[src/rtl/qct_pkg.sv]
package qct_pkg;

    localparam int NUM_TAGS = 32;
    localparam int TAG_W    = $clog2(NUM_TAGS);
    localparam int OP_W     = 8;

    typedef enum logic [OP_W-1:0] {
        OP_Q_READ  = 8'h60,
        OP_Q_WRITE = 8'h61
    } queued_op_e;

    typedef logic [NUM_TAGS-1:0] tag_mask_t;

    typedef struct packed {
        logic             valid;
        logic [OP_W-1:0]  op;
        logic [TAG_W-1:0] tag;
    } issue_req_t;

    typedef struct packed {
        tag_mask_t accepted;
        logic      stray;
    } cpl_result_t;

    function automatic logic is_queued_op(input logic [OP_W-1:0] op);
        return (op == OP_Q_READ) || (op == OP_Q_WRITE);
    endfunction

endpackage

[src/rtl/qct_issue_dec.sv]
module qct_issue_dec
    import qct_pkg::*;
(
    input  logic       clk,
    input  logic       rst,
    input  issue_req_t req,
    input  tag_mask_t  inflight_q,
    output tag_mask_t  set_mask,
    output logic       dup_fault
);
    tag_mask_t onehot;
    logic      queued;

    assign queued = req.valid && is_queued_op(req.op);

    for (genvar i = 0; i < NUM_TAGS; i++) begin : g_dec
        assign onehot[i] = queued && (req.tag == TAG_W'(i));
    end

    assign dup_fault = |(onehot & inflight_q);
    assign set_mask  = dup_fault ? '0 : onehot;

    // a non-queued opcode never contributes a bit
    p_nonqueued_r2: assert property (@(posedge clk) disable iff (rst)
        (req.valid && !is_queued_op(req.op)) |-> (set_mask == '0));

    // a duplicate issue never adds a bit
    p_dup_blocked_r8: assert property (@(posedge clk) disable iff (rst)
        dup_fault |-> (set_mask == '0));

endmodule

[src/rtl/qct_cpl_merge.sv]
module qct_cpl_merge
    import qct_pkg::*;
(
    input  logic        clk,
    input  logic        rst,
    input  logic        cpl_valid,
    input  tag_mask_t   cpl_mask,
    input  tag_mask_t   inflight_q,
    output cpl_result_t res
);
    tag_mask_t gated;

    assign gated        = cpl_valid ? cpl_mask : '0;
    assign res.accepted = gated & inflight_q;
    assign res.stray    = |(gated & ~inflight_q);

    // only in-flight tags are ever accepted
    p_accept_subset_r7: assert property (@(posedge clk) disable iff (rst)
        ((res.accepted & ~inflight_q) == '0));

    // with no strobe nothing is accepted
    p_idle_r3: assert property (@(posedge clk) disable iff (rst)
        !cpl_valid |-> (res.accepted == '0 && !res.stray));

endmodule

[src/rtl/qct_fault_flag.sv]
module qct_fault_flag (
    input  logic clk,
    input  logic rst,
    input  logic raise,
    output logic flag
);
    always_ff @(posedge clk) begin
        if (rst)        flag <= 1'b0;
        else if (raise) flag <= 1'b1;
    end

    // once set the flag holds until reset
    p_sticky_r9: assert property (@(posedge clk) disable iff (rst)
        flag |=> flag);

    p_raise_r7: assert property (@(posedge clk) disable iff (rst)
        raise |=> flag);

endmodule

[src/rtl/qct_tracker.sv]
module qct_tracker
    import qct_pkg::*;
(
    input  logic                clk,
    input  logic                rst,
    input  logic                issue_valid,
    input  logic [OP_W-1:0]     issue_op,
    input  logic [TAG_W-1:0]    issue_tag,
    input  logic                cpl_valid,
    input  logic [NUM_TAGS-1:0] cpl_mask,
    input  logic                ack_valid,
    input  logic [NUM_TAGS-1:0] ack_mask,
    output logic [NUM_TAGS-1:0] inflight,
    output logic [NUM_TAGS-1:0] done,
    output logic                irq,
    output logic                fault
);
    tag_mask_t   inflight_q, done_q, set_mask, clr_mask;
    issue_req_t  req;
    cpl_result_t cres;
    logic        dup_fault;

    assign req = '{valid: issue_valid, op: issue_op, tag: issue_tag};

    qct_issue_dec u_dec (
        .clk        (clk),
        .rst        (rst),
        .req        (req),
        .inflight_q (inflight_q),
        .set_mask   (set_mask),
        .dup_fault  (dup_fault)
    );

    qct_cpl_merge u_merge (
        .clk        (clk),
        .rst        (rst),
        .cpl_valid  (cpl_valid),
        .cpl_mask   (cpl_mask),
        .inflight_q (inflight_q),
        .res        (cres)
    );

    qct_fault_flag u_fault (
        .clk   (clk),
        .rst   (rst),
        .raise (dup_fault || cres.stray),
        .flag  (fault)
    );

    assign clr_mask = ack_valid ? ack_mask : '0;

    always_ff @(posedge clk) begin
        if (rst) begin
            inflight_q <= '0;
            done_q     <= '0;
        end else begin
            inflight_q <= (inflight_q & ~cres.accepted) | set_mask;
            done_q     <= (done_q & ~clr_mask) | cres.accepted;
        end
    end

    assign inflight = inflight_q;
    assign done     = done_q;
    assign irq      = |done_q;

    // accepted tags leave the in-flight set
    p_cpl_clears_r3: assert property (@(posedge clk) disable iff (rst)
        cpl_valid |=> ((inflight_q & $past(cpl_mask & inflight_q)) == '0));

    // accepted tags show up as done even under an acknowledge
    p_cpl_wins_r6: assert property (@(posedge clk) disable iff (rst)
        cpl_valid |=> ((done_q & $past(cpl_mask & inflight_q))
                       == $past(cpl_mask & inflight_q)));

    // without an acknowledge the interrupt cannot drop
    p_irq_hold_r5: assert property (@(posedge clk) disable iff (rst)
        (irq && !ack_valid) |=> irq);

    // duplicate issue with no completion leaves in-flight unchanged
    p_dup_stable_r8: assert property (@(posedge clk) disable iff (rst)
        (dup_fault && !cpl_valid) |=> $stable(inflight_q));

endmodule

[config.mk]
export PLATFORM = sky130hd
export DESIGN_NAME = qct_tracker
export DESIGN_NICKNAME = d
export VERILOG_FILES = /design/src/rtl/qct_pkg.sv /design/src/rtl/qct_issue_dec.sv /design/src/rtl/qct_cpl_merge.sv /design/src/rtl/qct_fault_flag.sv /design/src/rtl/qct_tracker.sv
export SDC_FILE = /design/constraint.sdc
export NUM_CORES = 1
export LEC_CHECK = 0
export BUFFER_PORTS_ARGS = -buffer_cell sky130_fd_sc_hd__buf_2
export CORE_MARGIN = 3
export CORE_UTILIZATION = 45
export DETAILED_ROUTE_END_ITERATION = 12
export GPL_TIMING_DRIVEN = 0
export PLACE_DENSITY = 0.81
export SLEW_MARGIN = 10
export SYNTH_ARGS = -nofsm -noshare
export SYNTH_HDL_FRONTEND = slang
export SYNTH_SLANG_ARGS = --single-unit
[constraint.sdc]
create_clock -name clk -period 2.3 [get_ports clk]
set_clock_uncertainty 0.05 [all_clocks]
set_input_delay 0.46 -clock clk [delete_from_list [all_inputs] [get_ports clk]]
set_output_delay 0.46 -clock clk [all_outputs]
set_load 0.02 [all_outputs]
### Word level (Yosys, flattened, before mapping)

Cells that the tools add are included.

* $add $sub $neg: 0
* multiply operators: 0
* divide/modulo/power cells: 0
* magnitude comparators: 0
* equal/unequal tests: 33
* shift operators: 0
* multiplexer cells: 3
* bitwise logic cells: 10
* reduce and logical (&&, ||, !) cells: 39

Operators by type and width (count)
* $and A32 B32 Y32: 5
* $mux W32: 3
* $not A32 Y32: 3
* $reduce_or A32 Y1: 3
* $eq A5 B5 Y1 const B: 16
* $or A32 B32 Y32: 2
* $eq A5 B4 Y1 const B: 8
* $logic_and A1 B1 Y1: 33
* $eq A5 B3 Y1 const B: 4
* $eq A8 B7 Y1 const B: 2
* $eq A5 B2 Y1 const B: 2
* $eq A5 B1 Y1 const B: 1
* $logic_not A5 Y1: 1
* $logic_or A1 B1 Y1: 2

* flip-flop bits (word level): 65
* bits in latches: 0
* RAM bits: 0
* ROM bits: 0
* output and inout port bits: 66
* logic and storage cells: 88
* memories: 0

### Logic depth before layout (Yosys ltp)

* word-level depth: 8
* mapped depth: 9
* depth with buffers taken out: 6

### By module

From an unflattened synthesis, not the netlist that was laid out.

* cells, all modules: 476
* area total of the unflattened synthesis: 3425.8 µm²

Modules (own cells, without submodules)
* qct_tracker: instances 1, cells each 278, area each 2210.9 µm², sequential area each 1281.2 µm²
* qct_issue_dec: instances 1, cells each 107, area each 698.2 µm², sequential area each 0.0 µm²
* qct_cpl_merge: instances 1, cells each 89, area each 486.7 µm², sequential area each 0.0 µm²
* qct_fault_flag: instances 1, cells each 2, area each 30.0 µm², sequential area each 20.0 µm²

### Worst setup path after synthesis

Ideal clock, no wire load.

* path type: input port to flip-flop
* start: input issue_op[4]
* end: register inflight_q[18], in the netlist inflight[18]
* arrival time: 1.812 ns
* setup slack: 0.312 ns
* cell stages on the path: 7
* buffers on the path: 1
* cells stage by stage: nor4bb_2 nand2_1 or3_4 o221a_4 nand3_4 buf_12 o41ai_2

* longest elaborated chain between the ends: 8
* elaborated cells on any way between the ends: 40
* classes of those cells: eq/ne (2); mux (1); bitwise (2); reduce/logical (35)

Ends and longest elaborated chain
* start, declared: RTL line qct_tracker.sv:7 `input logic [OP_W-1:0] issue_op,`
* $eq A8 B7 Y1: RTL line qct_pkg.sv:26 `return (op == OP_Q_READ) || (op == OP_Q_WRITE);`
* $logic_or A1 B1 Y1 (*): RTL line qct_pkg.sv:26
* $logic_and A1 B1 Y1 (*): RTL line qct_issue_dec.sv:14 `assign queued = req.valid && is_queued_op(req.op);`
* $logic_and A1 B1 Y1: RTL line qct_issue_dec.sv:17 `assign onehot[i] = queued && (req.tag == TAG_W'(i));`
* $and A32 B32 Y32: RTL line qct_issue_dec.sv:20 `assign dup_fault = |(onehot & inflight_q);`
* $reduce_or A32 Y1: RTL line qct_issue_dec.sv:20
* $mux W32 (*): RTL line qct_issue_dec.sv:21 `assign set_mask = dup_fault ? '0 : onehot;`
* $or A32 B32 Y32 (*): RTL line qct_tracker.sv:57 `inflight_q <= (inflight_q & ~cres.accepted) | set_mask;`
* end signal, assigned: RTL line qct_tracker.sv:57
* end, declared: RTL line qct_tracker.sv:18 `tag_mask_t inflight_q, done_q, set_mask, clr_mask;`

Every way passes the cells marked *; elsewhere a longest branch is shown, timed or not.
A chain may end at the register's enable or synchronous reset.

### Worst setup path after layout

* start: register done_q[21], in the netlist done[21]
* end: output irq

* longest elaborated chain between the ends: 1

Ends and longest elaborated chain
* start, declared: RTL line qct_tracker.sv:18
* start signal, assigned: RTL line qct_tracker.sv:58 `done_q <= (done_q & ~clr_mask) | cres.accepted;`
* $reduce_or A32 Y1: RTL line qct_tracker.sv:64 `assign irq = |done_q;`
* end, declared: RTL line qct_tracker.sv:15 `output logic irq,`

No other way between the ends.

==> flow_metrics.tcl <==
set metrics [dict create \
    synth_edf_count 0 \
    rrSetupSlack_ns 0.27 \
    initial_utilization_pct 48.1 \
    worstHoldPathType "primary input to register" \
    slew_viol_final 0 \
    cp_max_fo 3 \
    outcome "completed" \
    track_usage_pct 31.7 \
    synthFlopType "dfxtp_1" \
    core-area_sq_mm 0.00749 \
    syn_inst 439 \
    setup_violations 0 \
    crit_end "irq" \
    leakagePower_nw 2.15 \
    synth_area_per_cell_sq_um 8.19 \
    crit_type "register to primary output" \
    clk_pin_slew_ns 0.07 \
    powerDensity_mw_per_mm2 547 \
    wl_met1_mm 5.72 \
    insertion_delay_ns 0.35 \
    die_w_um 95.4 \
    hold_viol 0 \
    relSlewSlack_pct 56.4 \
    grt_pass1_vias 4021 \
    reg2regPathDepth 7 \
    nNetsFinal 676 \
    synthArstFlopShare_pct 0 \
    cts_tree "built" \
    synth.distinct_cells 62 \
    drv_cap 0 \
    drtIter0Drc 471 \
    synth-seq-cells 65 \
    max_freq_ghz 0.449 \
    setup_tns_ns 0 \
    area_growth_pct 30.2 \
    power_frac_seq_pct 44.0 \
    firstDrtPassIters 5 \
    synth_nets 521 \
    r2r_end "inflight[16]" \
    drc_errors 0 \
    ios 148 \
    grt_max_degree 11 \
    irDropWorstVdd_uv 305 \
    yosysSeqAreaShare_pct 36.2 \
    postCtsSetupRepairBufs 0 \
    antenna_left 0 \
    dpl.hpwl_mm 11.3 \
    period_needed_ns 2.23 \
    total_power_mw 2.56 \
    finalCritPeriodShare_pct 96.9 \
    yosysWarnings 0 \
    wl_per_cell_um 21.0 \
    rsz0062_at_grt "false" \
    grt_pass1_wl_mm 21.6 \
    htree_levels 3 \
    p_sw_mw 0.636 \
    hold_buffers 0 \
    swShare_pct 24.8 \
    cts_sinks 65 \
    cts-root-buf "clkbuf_8" \
    finalWorstSetupSlack_ns 0.0718 \
    whs_ns 0.346 \
    antenna_cells 0 \
    comb_power_share_pct 11.2 \
    fillerInstances 668 \
    met3WireLength_mm 1.71 \
    cp.required_ns 1.79 \
    vias_per_cell 6.21 \
    wirelength_mm 14.7 \
    multiInputGateArea_sq_mm 0.00201 \
    stdcell_count 697 \
    dr.max_layer_used "met4" \
    cts.repair.resized 0 \
    cts_buffer_depth 2 \
    seq_area_sq_mm 0.00130 \
    vias 4331 \
    antenna_found_initial 0 \
    preCtsSetupSlack_ns 0.0231 \
    synthesis.area_sq_mm 0.00360 \
    route.met2.wl_mm 6.79 \
    io_buffer_count 144 \
    die_area_sq_mm 0.00910 \
    routabilityCongestion 1.02 \
    r2r-start "inflight[28]" \
    endpoint_kind "primary output" \
    crit_start "done[21]" \
    p_int_mw 1.93 \
    cp-start-kind "register" \
    drive_gt1_share_pct 33.3 \
    worstMarginPinSlew_ns 0.653 \
    arrival_ns 1.72 \
    die_h_um 95.4 \
    dp.cells 682 \
    grt_overflow 0 \
    numCtsBuffers 9 \
    rows 31 \
    power.share.clock_pct 44.8 \
]
## cell type report
type / count / area share (%)
Multi-Input combinational cell: 314 / 43.0
Timing Repair Buffer: 144 / 15.4
Tap cell: 99 / 2.64
Buffer: 27 / 3.66
Sequential cell: 65 / 27.8
Inverter: 33 / 2.64
Clock inverter: 2 / 1.28
Clock buffer: 13 / 3.61
## synthesized netlist by cell type (all sizes together) (6+ instances only)
cell / number / area share (%)
a21oi: 6 / 1.5
a2bb2oi: 11 / 2.7
a32oi: 30 / 7.5
buf: 11 / 2.4
clkbuf: 14 / 1.6
dfxtp: 65 / 36
inv: 33 / 3.4
nand2: 78 / 8.1
nand3: 24 / 3.8
nand4: 7 / 1.2
nor2: 51 / 5.3
nor4: 9 / 1.6
o21ai: 7 / 1.1
o22ai: 12 / 2.1
o41ai: 14 / 5.5
## flip-flops by register name (all words and copies together), names as in the netlist
| name | count |
|---|---|
| u_fault.flag | 1 |
| done | 32 |
| inflight | 32 |
## power groups by stage
stage	registers [mW]	clock network, mW	logic, mW
global placement	1.15	0	0.274
finish	1.13	1.15	0.288
global route	1.13	1.17	0.307
detailed placement	1.15	0	0.276
CTS	1.13	1.13	0.279
floorplan	1.15	0	0.136
## worst min path at each step
stage	depth (start not counted)	from	endpoint	slack (ns)
2_1_floorplan	2	inflight[9]	inflight[9]	0.50
3_3_place_gp	2	inflight[9]	inflight[9]	0.43
3_5_place_dp	2	inflight[9]	inflight[9]	0.43
4_1_cts	3	cpl_mask[2]	done[2]	0.35
5_1_grt	3	cpl_mask[2]	done[2]	0.38
6_report	3	cpl_mask[2]	done[2]	0.35
## routing by layer
| metal | up-vias | GRT usage [%] |
|---|---|---|
| met5 | - | 0 |
| li1 | 1922 | - |
| met2 | 328 | 51.4 |
| met4 | 0 | 12.8 |
| met1 | 2041 | 41.2 |
| met3 | 40 | 6.63 |
## cell families (layout without fill, tap and decap cells)
family / after synthesis / after routing / synth area share [%]
AND/OR/NAND/NOR: 207 / 207 / 28.3
flip-flops: 65 / 65 / 36.2
multiplexers: 6 / 6 / 1.84
buffers and inverters: 60 / 219 / 8.21
AO/OA/AOI/OAI: 101 / 101 / 25.5
## critical path: stages (launching register included)
cell and delay [ns]:
dfxtp_1 0.34, nor4_2 0.36, nand4_1 0.20, or2_2 0.31, buf_2 0.16
## placed cells by master, fill, tap and decap left out, drive strengths merged, types with 2 or more instances in the layout
| cell type | instances |
|---|---|
| inv | 33 |
| mux2 | 2 |
| a31oi | 3 |
| nand3b | 5 |
| and2 | 3 |
| a221oi | 5 |
| buf | 155 |
| o21ai | 7 |
| or2b | 2 |
| nand3 | 24 |
| nor4 | 9 |
| and3 | 5 |
| a21oi | 6 |
| nand2b | 4 |
| nor3 | 5 |
| a22oi | 5 |
| a32oi | 30 |
| or3b | 2 |
| dfxtp | 65 |
| a2bb2oi | 11 |
| bufinv | 2 |
| nor2b | 4 |
| mux2i | 4 |
| nand2 | 78 |
| clkbuf | 27 |
| nand4 | 7 |
| o22ai | 12 |
| nor4b | 2 |
| nor2 | 51 |
| o41ai | 14 |
## stage by stage
stage          instance area (sq um)  utilization [%]
2_1_floorplan                   3600                -
3_3_place_gp                    4440             59.3
3_5_place_dp                    4440             59.3
4_1_cts                         4670             62.4
5_1_grt                         4680             62.6
6_report                        4680             62.6
(Power assumes the default switching activity.)
